**config.mk**
```make
export PLATFORM = sky130hd
export DESIGN_NAME = can_errlim_irq
export DESIGN_NICKNAME = d
export VERILOG_FILES = /design/src/rtl/can_errlim_irq.sv
export SDC_FILE = /design/constraint.sdc
export NUM_CORES = 1
export LEC_CHECK = 0
export ABC_AREA = 1
export BUFFER_PORTS_ARGS = -buffer_cell sky130_fd_sc_hd__buf_2
export CAP_MARGIN = 40
export CORE_AREA = 2 2 39 41
export CTS_BUF_LIST = sky130_fd_sc_hd__clkbuf_2
export DETAILED_ROUTE_END_ITERATION = 6
export DIE_AREA = 0 0 41 43
export MAX_ROUTING_LAYER = met4
export SYNTH_ARGS = -nofsm -noshare
export SYNTH_HDL_FRONTEND = slang
export SYNTH_SLANG_ARGS = --single-unit
export TNS_END_PERCENT = 100
```
**constraint.sdc**
```tcl
create_clock -name clk -period 1.2 [get_ports clk]
set_input_delay 0.18 -clock clk [delete_from_list [all_inputs] [get_ports clk]]
set_output_delay 0.18 -clock clk [all_outputs]
set_load 0.005 [all_outputs]
```
**src/rtl/can_errlim_irq.sv**
```systemverilog
module can_errlim_irq #(
  parameter int CNT_W  = 8,
  parameter int LIM_LO = 96,
  parameter int LIM_HI = 128
) (
  input  logic             clk,
  input  logic             rst_n,
  input  logic [CNT_W-1:0] tx_cnt,
  input  logic [CNT_W-1:0] rx_cnt,
  input  logic             lim_sel,
  input  logic             err_ie,
  input  logic             mod_ie,
  input  logic             glb_ie,
  output logic             over_flag,
  output logic             irq
);
  localparam logic [CNT_W-1:0] LO = CNT_W'(LIM_LO);
  localparam logic [CNT_W-1:0] HI = CNT_W'(LIM_HI);

  logic [CNT_W-1:0] lim;
  logic             above, flag_q, prev_q, rise, fall, en_all;

  assign lim    = lim_sel ? HI : LO;
  assign above  = (tx_cnt > lim) || (rx_cnt > lim);
  assign rise   = flag_q & ~prev_q;
  assign fall   = ~flag_q & prev_q;
  assign en_all = err_ie & mod_ie & glb_ie;

  always_ff @(posedge clk) begin
    if (!rst_n) begin
      flag_q <= 1'b0;
      prev_q <= 1'b0;
    end else begin
      flag_q <= above;
      prev_q <= flag_q;
    end
  end

  assign over_flag = flag_q;
  assign irq       = en_all & (rise | (lim_sel & fall));
endmodule

```
Word-level counts from Yosys, hierarchy flattened
Cells that the tools add are included.

word-level totals
  register bits after elaboration = 2
  RAM bits = 0
  memory bits (read-only) = 0
  input bits = 22
  bits in latches = 0
  logic and storage cells = 15
  memories kept = 0
  output and inout bits = 2

operators by class
  div/mod/pow operators = 0
  bitwise operators = 9
  reductions and logical operators = 1
  multiply operators = 0
  equality and inequality tests = 0
  multiplexer cells = 1
  add/sub/neg operators = 0
  $lt $le $gt $ge = 2
  shift-type cells = 0

operators by type and width
  operator            number
  $gt A8 B8 Y1        2
  $mux W8             1
  $and A1 B1 Y1       6
  $not A1 Y1          2
  $logic_or A1 B1 Y1  1
  $or A1 B1 Y1        1

Depth between registers and ports, before layout
  depth in word-level cells = 5
  mapped depth = 7

Least setup slack after synthesis
OpenSTA, ideal clock, no wires.

  path type = input-to-reg
  start point = input lim_sel
  end point = register flag_q (netlist: over_flag)
  library setup time = 114 ps
  path buffers = 0
  arrival = 856 ps
  setup slack = 231 ps
  stages on the path = 6
  path through = inv_1 > ha_1 > a21oi_1 > o21ai_2 > nand2_1 > a21oi_2

on the way
  word-level cells in the longest chain between the ends = 3
  elaborated cells between the ends (all ways) = 4
  classes of those cells = order compare: 2; mux: 1; reduce/logical: 1

ends and longest elaborated chain
  element               line  RTL
  from (decl)           10    input logic lim_sel,
  $mux W8 *             23    assign lim = lim_sel ? HI : LO;
  $gt A8 B8 Y1          24    assign above = (tx_cnt > lim) || (rx_cnt > lim);
  $logic_or A1 B1 Y1 *  24
  to (signal assigned)  34    flag_q <= above;
  to (decl)             21    logic above, flag_q, prev_q, rise, fall, en_all;

Every way passes the cells marked *; elsewhere a longest branch is shown, timed or not.
A chain may end at the register's enable or synchronous reset.

Worst setup path in the final report
  start point = register flag_q (netlist: over_flag)
  end point = output irq

on the way
  word-level cells in the longest chain between the ends = 5
  elaborated cells between the ends (all ways) = 6
  classes of those cells = bitwise: 6

ends and longest elaborated chain
  element          line  RTL
  $not A1 Y1       26    assign fall = ~flag_q & prev_q;
  $and A1 B1 Y1    26
  $and A1 B1 Y1    40    assign irq = en_all & (rise | (lim_sel & fall));
  $or A1 B1 Y1 *   40
  $and A1 B1 Y1 *  40
  to (decl)        15    output logic irq

Marks and branches as above.

==> flow_summary.yaml <==
setup_path:
  critPathArrivalTime_ns: 0.92
  crit_path_end_kind: "output port"
  crit_type: "flip-flop to output port"
  cp-start-kind: "flip-flop"
  cp_max_fo: 4
  reg2reg_slack_ns: 0.69
  cp.required_ns: 1.02
drt:
  viasPerCell: 3.85
  drc: 0
  dr.pass1.iters: 2
  totalWireLength_um: 636
  drt_iter0_markers: 3
  post_drt_wl_per_cell_um: 6.91
  route.vias.total: 354
  postRouteAntennaNets: 0
logic_synthesis:
  syn-mean-instance-area_um2: 5.86
  synth_area_um2: 293
  synth-seq-cells: 2
  synth.distinct_cells: 11
  ys_seq_area_frac: 0.137
  syn_inst: 50
  synthesis.nets: 78
  yosys_warnings: 0
placement:
  placed_area_um2: 428
  hpwl_um: 576
  post-place-ws_ns: 0.00307
  gp_congestion: 0.646
  io_buffers: 23
power_and_ir_drop:
  vdd_drop_max_uv: 198
  leakage_nw: 0.301
  power.density_mw_per_mm2: 657
floorplan:
  die_x_um: 41
  row_count: 14
  core_area_mm2: 0.00138
  chipHeight_um: 43
  die-area_mm2: 0.00176
  initial_utilization: 0.212
  io_pins: 24
timing:
  fin_tns_setup_ns: 0
  setup_ws_ns: 0.103
  relSlewSlack: 0.887
  finalSetupViolations: 0
  finalMaxSlewViolations: 0
  clock_skew_ns: 0.00438
  hold_viol: 0
  rsz0062_at_grt: "no"
  worst_pin_slew_ns: 0.169
  fin_crit_sh: 0.914
  fmax_mhz: 912
  post-route-min-period_ns: 1.10
  hold_slack_ns: 0.196
outcome:
  status: "finished, final reports clean"
clocking:
  post_cts_buffers: 0
  clockRootBuffer: "clkbuf_2"
  cts_hold_buf: 0
  cts_resized: 0
  cts.clk_slew.worst_paths_ns: 0.03
  cts.sinks: 2
  cts_buffers: 3
  cts_max_path_buffers: 2
  cts_tree: "yes"
  clock_latency_ns: 0.19
  htreeDepth: 1
flow_run:
  maxCapViolCount: 0
final_layout:
  drive_above_1_share: 0.368
  antenna-diode-count: 0
  fill_cells: 159
  layout_commonest_cell: "buf_2"
  stdcell_area_um2: 443
  finalNetCount: 106
  utilization: 0.320
  final_cell_mix: "buf_2, inv_1, nand2_1"
  area_growth_pct: 51.3
grt:
  grt_overflow: 0
  grt_pass1_vias: 287
  grt_max_degree: 6
  antenna_found_initial: 0
  grt.total_usage: 0.0851
  grt_pass1_wl_um: 959
hold_path:
  hold_path.class: "primary input to flip-flop"
-- per-layer routing --
layer	up-vias	wire, um	track usage
met3	0	81	0.0314
met5	-	0	-
met4	0	0	0.0600
met1	133	279	0.0955
met2	20	275	0.119
li1	201	-	-
-- logic make-up (layout without fill, tap and decap cells) --
logic type | after synthesis | after routing | synth area share
compound gates | 6 | 6 | 0.128
fa+ha+maj | 6 | 6 | 0.256
buf+inv | 15 | 41 | 0.192
flops | 2 | 2 | 0.137
simple gates | 21 | 21 | 0.286
-- state kept, by name, indices dropped and copies added, names as in the netlist --
signal     cells
over_flag      1
prev_q         1
-- report_power, final --
group	total (W)	switching [W]	leakage [nW]	internal, W
clock	0.000105	0.0000384	0.0125	0.0000664
sequential	0.0000770	0.00000366	0.0167	0.0000734
combinational	0.000109	0.0000512	0.272	0.0000579
total	0.000291	0.0000933	0.301	0.000198
-- area by class of cell --
class,instances,area (um2),share of cell area
Inverter,15,56.3,0.127
Clock buffer,3,15.0,0.0339
Multi-Input combinational cell,33,196,0.444
Sequential cell,2,40.0,0.0904
Timing Repair Buffer,23,115,0.260
Tap cell,16,20.0,0.0452
-- cells in the mapped netlist, drive strengths merged --
cell,n,area share
nand3,1,0.017
o21ai,3,0.064
a21oi,3,0.064
inv,15,0.19
nand2,14,0.18
nand3b,1,0.026
ha,6,0.26
nor2,5,0.064
dfxtp,2,0.14
-- path summary, 6_finish.rpt --
check                  from      to  cells past startpoint
setup / recovery  over_flag     irq                      4
hold / removal        rst_n  prev_q                      3
setup reg to reg  over_flag  prev_q                      2
hold reg to reg   over_flag  prev_q                      2
-- worst max-delay path, cell delays in order, from the launching register on --
cell and delay (ns):
dfxtp_1 0.31, o21ai_0 0.14, o21ai_0 0.09, nor2_1 0.08, buf_2 0.11
-- per-stage QoR --
step                      std cells  power (W)
after CTS                        92   0.000302
final                            92   0.000291
after floorplan                  50   0.000139
after global placement           89   0.000186
after detailed placement         89   0.000189
after global routing             92   0.000328
No activity file was read; power rests on OpenSTA's default activity.
